$ cat config.mk
export PLATFORM = sky130hd
export DESIGN_NAME = spi_status_unit
export DESIGN_NICKNAME = d
export VERILOG_FILES = /design/src/rtl/sr_pkg.sv /design/src/rtl/sr_in_sync.sv /design/src/rtl/sr_spi_frontend.sv /design/src/rtl/sr_ctrl.sv /design/src/rtl/spi_status_unit.sv
export SDC_FILE = /design/constraint.sdc
export NUM_CORES = 1
export LEC_CHECK = 0
export ABC_AREA = 1
export BUFFER_PORTS_ARGS = -buffer_cell sky130_fd_sc_hd__buf_2
export CELL_PAD_IN_SITES_DETAIL_PLACEMENT = 1
export CELL_PAD_IN_SITES_GLOBAL_PLACEMENT = 2
export CORE_ASPECT_RATIO = 1.5
export CORE_UTILIZATION = 35
export CTS_CLUSTER_SIZE = 14
export DETAILED_ROUTE_END_ITERATION = 7
export PLACE_DENSITY = 0.81
export SETUP_SLACK_MARGIN = 0.05
export SLEW_MARGIN = 20
export SYNTH_ARGS = -nofsm -noshare
export SYNTH_HDL_FRONTEND = slang
export SYNTH_SLANG_ARGS = --single-unit
$ cat constraint.sdc
create_clock -name clk -period 1.4 [get_ports clk]
set_input_delay 0.35 -clock clk [delete_from_list [all_inputs] [get_ports clk]]
set_output_delay 0.35 -clock clk [all_outputs]
set_load 0.1 [all_outputs]
$ cat src/rtl/sr_pkg.sv
package sr_pkg;
   typedef enum logic [1:0] {
      ST_OPC   = 2'd0,
      ST_READ  = 2'd1,
      ST_WDATA = 2'd2,
      ST_HOLD  = 2'd3
   } sr_state_e;
endpackage

$ cat src/rtl/sr_in_sync.sv
module sr_in_sync #(
   parameter int          STAGES = 2,
   parameter int          W      = 3,
   parameter logic [W-1:0] RST   = '0
) (
   input  logic         clk,
   input  logic         por_n,
   input  logic [W-1:0] d_i,
   output logic [W-1:0] q_o
);
   generate
      if (STAGES == 0) begin : g_direct
         assign q_o = d_i;
      end else begin : g_chain
         logic [STAGES-1:0][W-1:0] st;
         always_ff @(posedge clk or negedge por_n) begin
            if (!por_n) begin
               for (int i = 0; i < STAGES; i++) st[i] <= RST;
            end else begin
               st[0] <= d_i;
               for (int i = 1; i < STAGES; i++) st[i] <= st[i-1];
            end
         end
         assign q_o = st[STAGES-1];
      end
   endgenerate
endmodule

$ cat src/rtl/sr_spi_frontend.sv
module sr_spi_frontend #(
   parameter int DW = 8,
   localparam int CW = $clog2(DW)
) (
   input  logic          clk,
   input  logic          por_n,
   input  logic          sck_s,
   input  logic          cs_n_s,
   input  logic          si_s,
   output logic          fall_o,
   output logic          bit0_o,
   output logic          byte_done_o,
   output logic [DW-1:0] byte_o
);
   logic          sck_q;
   logic [CW-1:0] cnt;
   logic [DW-1:0] sh;
   logic          rise;

   assign rise        = sck_s & ~sck_q & ~cs_n_s;
   assign fall_o      = ~sck_s & sck_q & ~cs_n_s;
   assign bit0_o      = (cnt == '0);
   assign byte_done_o = rise && (cnt == CW'(DW-1));
   assign byte_o      = {sh[DW-2:0], si_s};

   always_ff @(posedge clk or negedge por_n) begin
      if (!por_n) begin
         sck_q <= 1'b0;
         cnt   <= '0;
         sh    <= '0;
      end else begin
         sck_q <= sck_s;
         if (cs_n_s) begin
            cnt <= '0;
            sh  <= '0;
         end else if (rise) begin
            sh  <= {sh[DW-2:0], si_s};
            cnt <= (cnt == CW'(DW-1)) ? '0 : cnt + 1'b1;
         end
      end
   end
endmodule

$ cat src/rtl/sr_ctrl.sv
module sr_ctrl
   import sr_pkg::*;
#(
   parameter int          DW        = 8,
   parameter logic [DW-1:0] OP_RDSR  = 8'h05,
   parameter logic [DW-1:0] OP_WRB   = 8'h31,
   parameter logic [DW-1:0] OP_LOCK  = 8'h33,
   parameter logic [DW-1:0] OP_FRZ   = 8'h34,
   parameter logic [DW-1:0] OP_SRST  = 8'hF0,
   parameter int          SLE_BIT   = 4
) (
   input  logic          clk,
   input  logic          por_n,
   input  logic          cs_n_s,
   input  logic          byte_done_i,
   input  logic [DW-1:0] byte_i,
   output sr_state_e     state_o,
   output logic          lock_en_o,
   output logic          lock_stb_o,
   output logic          freeze_stb_o,
   output logic          soft_rst_o
);
   sr_state_e state;
   logic      sle;
   logic      frozen;

   always_ff @(posedge clk or negedge por_n) begin
      if (!por_n) begin
         state        <= ST_OPC;
         sle          <= 1'b0;
         frozen       <= 1'b0;
         lock_stb_o   <= 1'b0;
         freeze_stb_o <= 1'b0;
         soft_rst_o   <= 1'b0;
      end else begin
         lock_stb_o   <= 1'b0;
         freeze_stb_o <= 1'b0;
         soft_rst_o   <= 1'b0;
         if (cs_n_s) begin
            state <= ST_OPC;
         end else if (byte_done_i) begin
            case (state)
               ST_OPC: begin
                  state <= ST_HOLD;
                  if (byte_i == OP_RDSR) begin
                     state <= ST_READ;
                  end else if (byte_i == OP_WRB) begin
                     state <= ST_WDATA;
                  end else if (byte_i == OP_LOCK) begin
                     lock_stb_o <= sle;
                  end else if (byte_i == OP_FRZ) begin
                     if (sle) begin
                        freeze_stb_o <= 1'b1;
                        frozen       <= 1'b1;
                        sle          <= 1'b0;
                     end
                  end else if (byte_i == OP_SRST) begin
                     soft_rst_o <= 1'b1;
                  end
               end
               ST_WDATA: begin
                  if (!frozen) sle <= byte_i[SLE_BIT];
                  state <= ST_HOLD;
               end
               default: ;
            endcase
         end
      end
   end

   assign state_o   = state;
   assign lock_en_o = sle;
endmodule

$ cat src/rtl/spi_status_unit.sv
module spi_status_unit
   import sr_pkg::*;
#(
   parameter int          DW          = 8,
   parameter int          SYNC_STAGES = 2,
   parameter logic [DW-1:0] OP_RDSR    = 8'h05,
   parameter logic [DW-1:0] OP_WRB     = 8'h31,
   parameter logic [DW-1:0] OP_LOCK    = 8'h33,
   parameter logic [DW-1:0] OP_FRZ     = 8'h34,
   parameter logic [DW-1:0] OP_SRST    = 8'hF0,
   parameter int          BUSY_BIT    = 0,
   parameter int          PSUS_BIT    = 1,
   parameter int          ESUS_BIT    = 2,
   parameter int          SLE_BIT     = 4
) (
   input  logic clk,
   input  logic por_n,
   input  logic sck_i,
   input  logic cs_n_i,
   input  logic si_i,
   output logic so_o,
   output logic so_oe_o,
   input  logic busy_i,
   input  logic pgm_susp_i,
   input  logic ers_susp_i,
   output logic lock_en_o,
   output logic lock_stb_o,
   output logic freeze_stb_o,
   output logic soft_rst_o
);
   generate
      if (DW < 8) begin : g_bad_dw
         $error("DW must be at least 8");
      end
      if (SYNC_STAGES < 0 || SYNC_STAGES > 4) begin : g_bad_sync
         $error("SYNC_STAGES must lie in 0..4");
      end
      if (SLE_BIT >= DW || BUSY_BIT >= DW || PSUS_BIT >= DW || ESUS_BIT >= DW) begin : g_bad_pos
         $error("status bit position outside the byte");
      end
      if (SLE_BIT == BUSY_BIT || PSUS_BIT == BUSY_BIT || ESUS_BIT == BUSY_BIT
          || ESUS_BIT == PSUS_BIT) begin : g_bad_overlap
         $error("status bit positions overlap");
      end
   endgenerate

   logic          sck_s, cs_n_s, si_s;
   logic          fall, bit0, byte_done;
   logic [DW-1:0] rx_byte;
   sr_state_e     state;
   logic [DW-1:0] stat_a, stat_b, tx;
   logic          sel_b;

   sr_in_sync #(.STAGES(SYNC_STAGES), .W(3), .RST(3'b010)) u_sync (
      .clk   (clk),
      .por_n (por_n),
      .d_i   ({sck_i, cs_n_i, si_i}),
      .q_o   ({sck_s, cs_n_s, si_s})
   );

   sr_spi_frontend #(.DW(DW)) u_fe (
      .clk         (clk),
      .por_n       (por_n),
      .sck_s       (sck_s),
      .cs_n_s      (cs_n_s),
      .si_s        (si_s),
      .fall_o      (fall),
      .bit0_o      (bit0),
      .byte_done_o (byte_done),
      .byte_o      (rx_byte)
   );

   sr_ctrl #(
      .DW(DW), .OP_RDSR(OP_RDSR), .OP_WRB(OP_WRB), .OP_LOCK(OP_LOCK),
      .OP_FRZ(OP_FRZ), .OP_SRST(OP_SRST), .SLE_BIT(SLE_BIT)
   ) u_ctrl (
      .clk          (clk),
      .por_n        (por_n),
      .cs_n_s       (cs_n_s),
      .byte_done_i  (byte_done),
      .byte_i       (rx_byte),
      .state_o      (state),
      .lock_en_o    (lock_en_o),
      .lock_stb_o   (lock_stb_o),
      .freeze_stb_o (freeze_stb_o),
      .soft_rst_o   (soft_rst_o)
   );

   always_comb begin
      stat_a           = '0;
      stat_a[BUSY_BIT] = busy_i;
      stat_a[PSUS_BIT] = pgm_susp_i;
      stat_a[ESUS_BIT] = ers_susp_i;
      stat_b           = '0;
      stat_b[BUSY_BIT] = busy_i;
      stat_b[SLE_BIT]  = lock_en_o;
   end

   always_ff @(posedge clk or negedge por_n) begin
      if (!por_n) begin
         tx    <= '0;
         sel_b <= 1'b0;
      end else if (state != ST_READ) begin
         sel_b <= 1'b0;
      end else if (fall) begin
         if (bit0) begin
            tx    <= sel_b ? stat_b : stat_a;
            sel_b <= ~sel_b;
         end else begin
            tx <= {tx[DW-2:0], 1'b0};
         end
      end
   end

   assign so_o    = tx[DW-1];
   assign so_oe_o = (state == ST_READ);
endmodule

# Word-level counts from Yosys, hierarchy flattened
# Index checks and enable logic that the tools add are counted.
# W data, S select, Z words.
# totals
ff_bits	33
in_bits	8
output_inout_bits	6
elab_cells	97
# op_classes
add_sub_neg	1
eq_ne	14
muxes	43
bitwise	12
reduce_logical	14
# ops
operator	n
$mux W1	31
$eq A8 B6 Y1 const B	3
$reduce_and A8 Y1	2
$mux W7	2
$reduce_bool A2 Y1	5
$mux W3	3
$eq A8 B3 Y1 const B	1
$eq A8 B8 Y1 const B	1
$mux W8	1
$ne A2 B2 Y1 const B	4
$not A1 Y1	8
$mux W2	3
$reduce_and A2 Y1	3
$mux W5	1
$and A1 B1 Y1	4
$ne A2 B1 Y1 const B	2
$pmux W2 S2	1
$add A3 B1 Y3 const B	1
$eq A3 B3 Y1 const B	1
$logic_not A3 Y1	1
$reduce_bool A3 Y1	1
$eq A2 B1 Y1 const B	1
$eq A2 B2 Y1 const B	1
$logic_not A2 Y1	1
2 further kinds	2

# Logic depth before layout (Yosys ltp)
# Gate-level depths: netlist of the first run.
# logic_depth
ltp_word	9
mapped_depth	8
mapped_depth_nobuf	8

# By module
# Synthesis of the first run repeated with hierarchy kept, for this count alone.
# unflattened
cells_unflattened	201
area_unflattened_um2	1646.6
# modules_own_cells
mod	n_inst	cells_each	area_per_inst_um2	seq_area_each_um2
sr_spi_frontend	1	61	566.8	275.3
spi_status_unit	1	65	479.2	225.2
sr_ctrl	1	66	425.4	175.2
sr_in_sync	1	9	175.2	152.6

# Worst setup path after synthesis of the first run
# OpenSTA, ideal clock, no wires.
# synth_path
kind	reg-to-reg
startpoint	reg u_ctrl.state[1] (netlist: u_ctrl.state_o[1])
endpoint	reg tx[4]
setup_ns	0.082
t_arrival_ns	1.434
t_required_ns	1.318
setup_slack_ns	-0.116
stages_incl_launch_ff	6
path_buffers	0
synth_period_minus_slack_ns	1.516
path_cell_list	dfrtp_1 nor2_4 inv_4 nor2_8 nor2_1 a31oi_1
# synth_between
elab_chain_len	3
# synth_lines
element	line_no	text
start, declared	sr_ctrl.sv:23	sr_state_e state;
start signal, assigned	sr_ctrl.sv:29	state <= ST_OPC;
start signal, assigned	sr_ctrl.sv:40	state <= ST_OPC;
start signal, assigned	sr_ctrl.sv:44	state <= ST_HOLD;
$ne A2 B1 Y1	spi_status_unit.sv:103	end else if (state != ST_READ) begin
$not A1 Y1 (no source line)	--	
$reduce_and A2 Y1 (no source line)	--	
end signal, assigned	spi_status_unit.sv:107	tx <= sel_b ? stat_b : stat_a;
end signal, assigned	spi_status_unit.sv:110	tx <= {tx[DW-2:0], 1'b0};
end, declared	spi_status_unit.sv:51	logic [DW-1:0] stat_a, stat_b, tx;
# No other way between the ends.
# A chain may end at the register's enable or synchronous reset.

# Final worst setup path of the first run
# layout_path
startpoint	reg u_ctrl.state[1] (netlist: u_ctrl.state_o[1])
endpoint	out so_oe_o
# layout_between
elab_chain_len	1
# layout_lines
element	line_no	text
$eq A2 B1 Y1	spi_status_unit.sv:116	assign so_oe_o = (state == ST_READ);
end, declared	spi_status_unit.sv:22	output logic so_oe_o,
# No other way between the ends.

==> impl_results.md, run 1 <==
* Most common cell after layout, fill and taps aside: dfrtp_1
* Part of the Yosys area used for sequential elements at 0.572
* Sequential cell area at 831 sq um
* Reported leakage power at 0.852 nW
* Synth top area cells: dfrtp_1 54%, nand2_1 7.0%, inv_1 5.2%
* Ant. Diodes at 0
* Source-to-sink clock delay at the later pin of the worst-skew pair at 0.29 ns
* Share of Yosys cell area claimed by the top area cell type at 0.536
* Die area at 4400 sq um
* DR WL/cell at 15.2 microns
* Total count of max-transition violations in the final report at 0
* Number of antenna violations at the first check in global routing at 0
* Initial standard-cell utilization of the core at 0.366
* Stage delay of the slowest cell on the critical path at 0.42 ns
* Total nets after synthesis at 166
* Total DRC errors in the routed layout at 0
* Die Ht at 80.8 microns
* Chip Width at 54.5 microns
* Kind of start point of the critical path: register
* NumNets Final at 194
* Area growth from synthesis to layout at 26.8%
* Total number of H-tree levels at 2
* Clock Skews at 0.00961 ns
* Most used cells in the layout excluding fill and tap cells: 29 x dfrtp_1, 26 x nand2_1, 19 x inv_1
* Number of endpoints with negative hold slack in the final report at 0
* Yosys Warn Count at 0
* Setup repair after global routing missed its margin: true
* Footprint of the multi-input gates at 551 sq um
* Synth Instances at 155
* Routed Wire Length at 3.48 mm
* CP Cell Sequence: nor2_4 -> buf_12
* Critical Setup Path Class: register to output pin
* Required time worst endpoint at 1.05 ns
* Avg Synthesized Cell Area at 9.34 sq um
* Final GP Congestion at 0.756
* Minimum clock period after layout at 1.38 ns
* Overall Global Routing Usage at 0.188
* Worst Max-Slew Pin Slew at 0.428 ns
* Layout Cells excl Fill at 229
* Largest area contributor in the synthesized netlist: dfrtp_1
* Buffers added on ports at 13
* Total via count in the routed design at 1,156
* Setup total negative slack at 0 ns
* Relative slew slack at 0.714
* Total power per unit cell area at 996 nW/um^2
* Peak ir drop on the vdd network at 0.756 mV
* Worst setup EP type: output pin
* Std-Cell Rows at 28
* Number of instances in the placed design at 215
* First-pass iteration count of the detailed router at 4
* Total congestion overflow after global routing at 0
* Number of fill cells in the layout at 452
* Clock sink count at 33
* Top Ports at 14
* DR iter-0 viols at 13
* Fraction of the core area covered by cells at the end of the flow at 0.464
* Clock Tree Root: clkbuf_8
* Cell area after synthesis at 1450 sq um
* CTS buffer count at 5
* Number of buffers on the longest clock path at 2
* Flops & latches, synth at 33
* Maximum fanout along the worst path at 2
* Slowest stage cell on the critical path: dfrtp_2
* Result of the run: finished, final reports clean
* Fraction of layout cells with a size suffix above 1 at 0.266
* Via density per instance at 5.05
* CTS tree: built
* Maximum clock frequency at 722 MHz
* Critical path data arrival time at 1.03 ns
* # setup viols final at 0
* Maximum number of pins on one net before global-route repair at 34
* Final Cycle Share at 0.989
* Post-detail-place hpwl at 2.56 mm
* Number of different library cells in the post-synthesis netlist at 21
* Remaining antenna violation count after routing at 0
* Number of global-route vias before repair at 1,335
* Core Region at 3960 sq um
* Hold Crit Class: input pin to async pin
* Final worst hold slack at 0.0864 ns
* Clock-pin slew reported for the worst setup and hold paths after clock tree synthesis at 0.07 ns
* Maximum Capacitance Violations at 0
* Wire length of the first global-routing pass at 5.73 mm
-- repair_timing --
action,4_1_cts,5_1_grt
hold buffers,0,0
pin swaps,4,3
buffers inserted,6,0
endpoints found under the setup margin,3,11
gates resized for setup,4,3
-- stage by stage --
| step | total power, mW | cell area (sq um) | setup WS, ns |
|---|---|---|---|
| after global placement | 1.10 | 1680 | -0.00472 |
| after detailed placement | 1.10 | 1680 | -0.0456 |
| after floorplan | 1.05 | 1450 | -0.0665 |
| after CTS | 1.85 | 1830 | 0.00895 |
| after global routing | 1.90 | 1840 | -0.0201 |
| final | 1.83 | 1840 | 0.0157 |
-- power breakdown --
part / internal, mW / total, mW / switching [mW]
Sequential: 0.971 / 0.983 / 0.0117
Combinational: 0.0301 / 0.101 / 0.0708
Clock: 0.399 / 0.744 / 0.344
Total: 1.40 / 1.83 / 0.427
-- layout make-up --
cell class | count | share of cell area
Timing Repair Buffer | 21 | 0.117
Inverter | 23 | 0.0484
Multi-Input combinational cell | 99 | 0.300
Clock inverter | 1 | 0.00409
Tap cell | 45 | 0.0307
Sequential cell | 33 | 0.453
Clock buffer | 7 | 0.0470
-- Yosys cell counts (all sizes together) --
cell type and n:
o21ai 8, nand3 15, a21oi 2, dfrtp 31, a31oi 3, ha 3
dfstp 2, inv 23, nor3 4, nor2 21, o22ai 8, nor4 1
nand2 30, nand4 4
-- registers in the layout (all words and copies together), names as in the netlist, 2 cells and up --
name,count
tx,8
u_ctrl.state_o,2
u_sync.q_o,3
u_fe.sh,7
u_fe.cnt,3
u_sync.g_chain.st,3
-- kinds of logic after synthesis --
family / Yosys count / synth area share
and+or+nand+nor: 75 / 0.258
DFF: 33 / 0.572
buffers and inverters: 23 / 0.0614
AOI/OAI and AO/OA: 21 / 0.0821
adders and majority gates: 3 / 0.0259
-- worst paths after layout --
check	start	to	slack, ns	cells past startpoint
worst max-delay path	u_ctrl.state_o[1]	so_oe_o	0.02	2
worst min-delay path	por_n	u_fe.sck_q	0.09	2
worst max register to register	u_fe.cnt[0]	u_ctrl.lock_en_o	0.08	7
worst min register to register	u_sync.g_chain.st[2]	u_sync.q_o[2]	0.36	0
max in group asynchronous	por_n	u_sync.g_chain.st[1]	0.98	2
min in group clk	cs_n_i	u_sync.g_chain.st[1]	0.16	1
-- metal layers --
layer,up-vias,track usage,wire length [microns]
met1,570,0.174,1310
met2,17,0.366,2030
met3,4,0.0468,104
met4,0,0.0718,41
li1,565,-,-
met5,-,0,0
-- worst max-delay path: cells and delay by family (launching register included) --
| kind | cells | cell delay [ns] |
|---|---|---|
| buffers and inverters | 1 | 0.18 |
| AND/OR/NAND/NOR | 1 | 0.14 |
| flip-flops | 1 | 0.42 |
No activity file was read; power rests on OpenSTA's default activity.
==> inputs of run 2 (changes only) <==
==> constraint.sdc (replaced) <==
create_clock -name clk -period 1.4 [get_ports clk]
set_input_delay 0.14 -clock clk [delete_from_list [all_inputs] [get_ports clk]]
set_output_delay 0.14 -clock clk [all_outputs]
set_load 0.1 [all_outputs]
==> run 2 against run 1 <==
  * Clock skew down 0.0065 ns
  * Register-to-register slack better by 0.02 ns
  * Setup slack better by 0.084 ns
  * Die area unchanged
  * Flip-flop and latch count unchanged
  * Critical path type is now register to register
==> impl_results.md, run 2 (synthesis results as in run 1) <==
* CP Cell Sequence: ha_2 -> ha_4 -> nand4_1 -> nor2_2 -> nand3_1 -> nand2_1 -> nand2_1 (was nor2_4 -> buf_12)
* Via density per instance at 5.02 (was 5.05)
* Buffers added on ports at 13 (unchanged)
* CTS tree: built (unchanged)
* Largest register by flop count: tx (unchanged)
* Critical path data arrival time at 1.48 ns (was 1.03 ns)
* Clock sink count at 33 (unchanged)
* Switching pwr at 430 uW (was 427 uW)
* Largest regs: tx: 8 flops, u_fe.sh: 7 flops (unchanged)
* Total count of max-transition violations in the final report at 0 (unchanged)
* DR iter-0 viols at 13 (unchanged)
* Clock-pin slew reported for the worst setup and hold paths after clock tree synthesis at 0.07 ns (about the same)
* Critical Setup Path Class: register to register (was register to output pin)
* Wire length of the first global-routing pass at 5.65 mm (was 5.73 mm)
* PnR Total Power at 1.79 mW (was 1.83 mW)
* Max reg flops at 8 (unchanged)
* Worst setup EP type: register (was output pin)
* # setup viols final at 0 (unchanged)
* Overall Global Routing Usage at 0.190 (was 0.188)
* Ant. Diodes at 0 (unchanged)
* Result of the run: finished, final reports clean (unchanged)
* Placed inst area at 1610 sq um (was 1680 sq um)
* Setup total negative slack at 0 ns (unchanged)
* Std-Cell Rows at 28 (unchanged)
* Footprint of the multi-input gates at 556 sq um (was 551 sq um)
* Slowest stage cell on the critical path: dfrtp_1 (was dfrtp_2)
* Total number of H-tree levels at 2 (unchanged)
* NumNets Final at 193 (was 194)
* Minimum clock period after layout at 1.30 ns (was 1.38 ns)
* Required time worst endpoint at 1.58 ns (was 1.05 ns)
* Stage delay of the slowest cell on the critical path at 0.36 ns (was 0.42 ns)
* Number of global-route vias before repair at 1,276 (was 1,335)
* Area growth from synthesis to layout at 22.1% (was 26.8%)
* Top Ports at 14 (unchanged)
* Startpoint of the worst-slack reg-to-reg timing path: u_fe.cnt[1] (was u_fe.cnt[0])
* DR WL/cell at 14.7 microns (was 15.2 microns)
* Setup repair after global routing missed its margin: true (unchanged)
* Share of total power consumed by net switching at 0.241 (was 0.234)
* Source-to-sink clock delay at the later pin of the worst-skew pair at 0.29 ns (about the same)
* Power share of the clock group at 0.386 (was 0.407)
* Final worst hold slack at 0.0848 ns (was 0.0864 ns)
* Maximum clock frequency at 769 MHz (was 722 MHz)
* Chip Width at 54.5 microns (unchanged)
* Setup slack of the worst register-to-register path at 0.1 ns (was 0.08 ns)
* Total congestion overflow after global routing at 0 (unchanged)
* Internal power at 1.36 mW (was 1.40 mW)
* Remaining antenna violation count after routing at 0 (unchanged)
* Clock Tree Root: clkbuf_8 (unchanged)
* Die area at 4400 sq um (unchanged)
* Peak ir drop on the vdd network at 0.758 mV (was 0.756 mV)
* Number of cells on the worst reg-to-reg path at 7 (unchanged)
* Cell count of the worst hold path at 3
* Number of buffers on the longest clock path at 2 (unchanged)
* Worst Max-Slew Pin Slew at 0.486 ns (was 0.428 ns)
* Most used cells in the layout excluding fill and tap cells: 30 x dfrtp_1, 26 x nand2_1, 19 x inv_1 (was 29 x dfrtp_1, 26 x nand2_1, 19 x inv_1)
* Most frequent CP cell: nand2_1
* Relative slew slack at 0.678 (was 0.714)
* Number of fill cells in the layout at 465 (was 452)
* Core Region at 3960 sq um (unchanged)
* Maximum number of pins on one net before global-route repair at 20 (was 34)
* Reported leakage power at 0.834 nW (was 0.852 nW)
* Clock Skews at 0.00307 ns (was 0.00961 ns)
* Fraction of the core area covered by cells at the end of the flow at 0.447 (was 0.464)
* First-pass iteration count of the detailed router at 4 (unchanged)
* Sequential cell area at 830 sq um (was 831 sq um)
* Routed Wire Length at 3.34 mm (was 3.48 mm)
* Hold Crit Class: input pin to register (was input pin to async pin)
* Final Cycle Share at 0.929 (was 0.989)
* Final instance area at 1770 sq um (was 1840 sq um)
* Kind of start point of the critical path: register (unchanged)
* Post-detail-place hpwl at 2.57 mm (was 2.56 mm)
* Total DRC errors in the routed layout at 0 (unchanged)
* Startpoint of the tightest hold check path: busy_i
* Endpoint of the most critical register-to-register path: u_ctrl.lock_en_o (unchanged)
* CTS buffer count at 5 (unchanged)
* Final GP Congestion at 0.797 (was 0.756)
* Maximum fanout along the worst path at 2 (unchanged)
* Fraction of layout cells with a size suffix above 1 at 0.246 (was 0.266)
* Sink of the worst hold path: tx[0]
* Initial standard-cell utilization of the core at 0.366 (unchanged)
* Die Ht at 80.8 microns (unchanged)
* Crit. Startpoint: u_fe.cnt[1] (was u_ctrl.state_o[1])
* Gate power share at 0.064 (was 0.055)
* Number of antenna violations at the first check in global routing at 0 (unchanged)
* Most common cell after layout, fill and taps aside: dfrtp_1 (unchanged)
* Share of total power in sequential cells at 0.550 (was 0.538)
* Maximum Capacitance Violations at 0 (unchanged)
* Number of endpoints with negative hold slack in the final report at 0 (unchanged)
* Total via count in the routed design at 1,145 (was 1,156)
* Total power per unit cell area at 1010 nW/um^2 (was 996 nW/um^2)
==> run 2: worst max-delay path: cells and delay by family (launching register included) <==
kind / cells / cell delay [ns]
and+or+nand+nor: 5 / 0.49
adders and majority gates: 2 / 0.35
DFF: 1 / 0.36
==> run 2: layer usage <==
| metal | vias to the layer above | wire length [microns] | track usage |
|---|---|---|---|
| met2 | 16 | 1910 | 0.343 |
| met1 | 556 | 1250 | 0.180 |
| li1 | 564 | - | - |
| met4 | 0 | 98 | 0.108 |
| met5 | - | 0 | 0 |
| met3 | 9 | 84 | 0.0562 |
==> run 2: metrics by stage <==
stage          std cells  setup WS (ns)
2_1_floorplan        155        -0.0665
6_report             228         0.0998
3_5_place_dp         215        -0.0154
4_1_cts              227         0.0526
5_1_grt              228         0.0208
3_3_place_gp         215        0.00179
==> run 2: area by class of cell <==
| class | instances | area share |
|---|---|---|
| flip-flops and latches | 33 | 0.469 |
| multi-input cells | 99 | 0.314 |
| repair buffers | 20 | 0.0878 |
| inverters | 23 | 0.0502 |
| clock buffers | 6 | 0.0410 |
| well taps | 45 | 0.0318 |
| clock inverters | 2 | 0.00566 |
==> run 2: power groups by stage <==
stage	clock network (mW)	registers, mW	logic [mW]
global route	0.757	0.984	0.132
global placement	0	0.999	0.102
floorplan	0	0.998	0.0500
CTS	0.722	0.983	0.116
detailed placement	0	1.00	0.106
finish	0.689	0.983	0.115
==> run 2: worst max-delay path by stage <==
stage,to,slack [ns]
3_5_place_dp,u_ctrl.lock_en_o,-0.02
3_3_place_gp,u_ctrl.lock_en_o,0.002
2_1_floorplan,tx[4],-0.07
4_1_cts,u_ctrl.lock_en_o,0.05
6_report,u_ctrl.lock_en_o,0.1
5_1_grt,u_ctrl.lock_en_o,0.02
==> run 2: timing repair <==
item,4_1_cts,5_1_grt
hold endpoints to repair,17,0
pin swaps,2,4
hold buffers,4,0
endpoints found under the setup margin,2,7
setup buffers,0,1
gates resized for setup,3,5
cloned,0,0
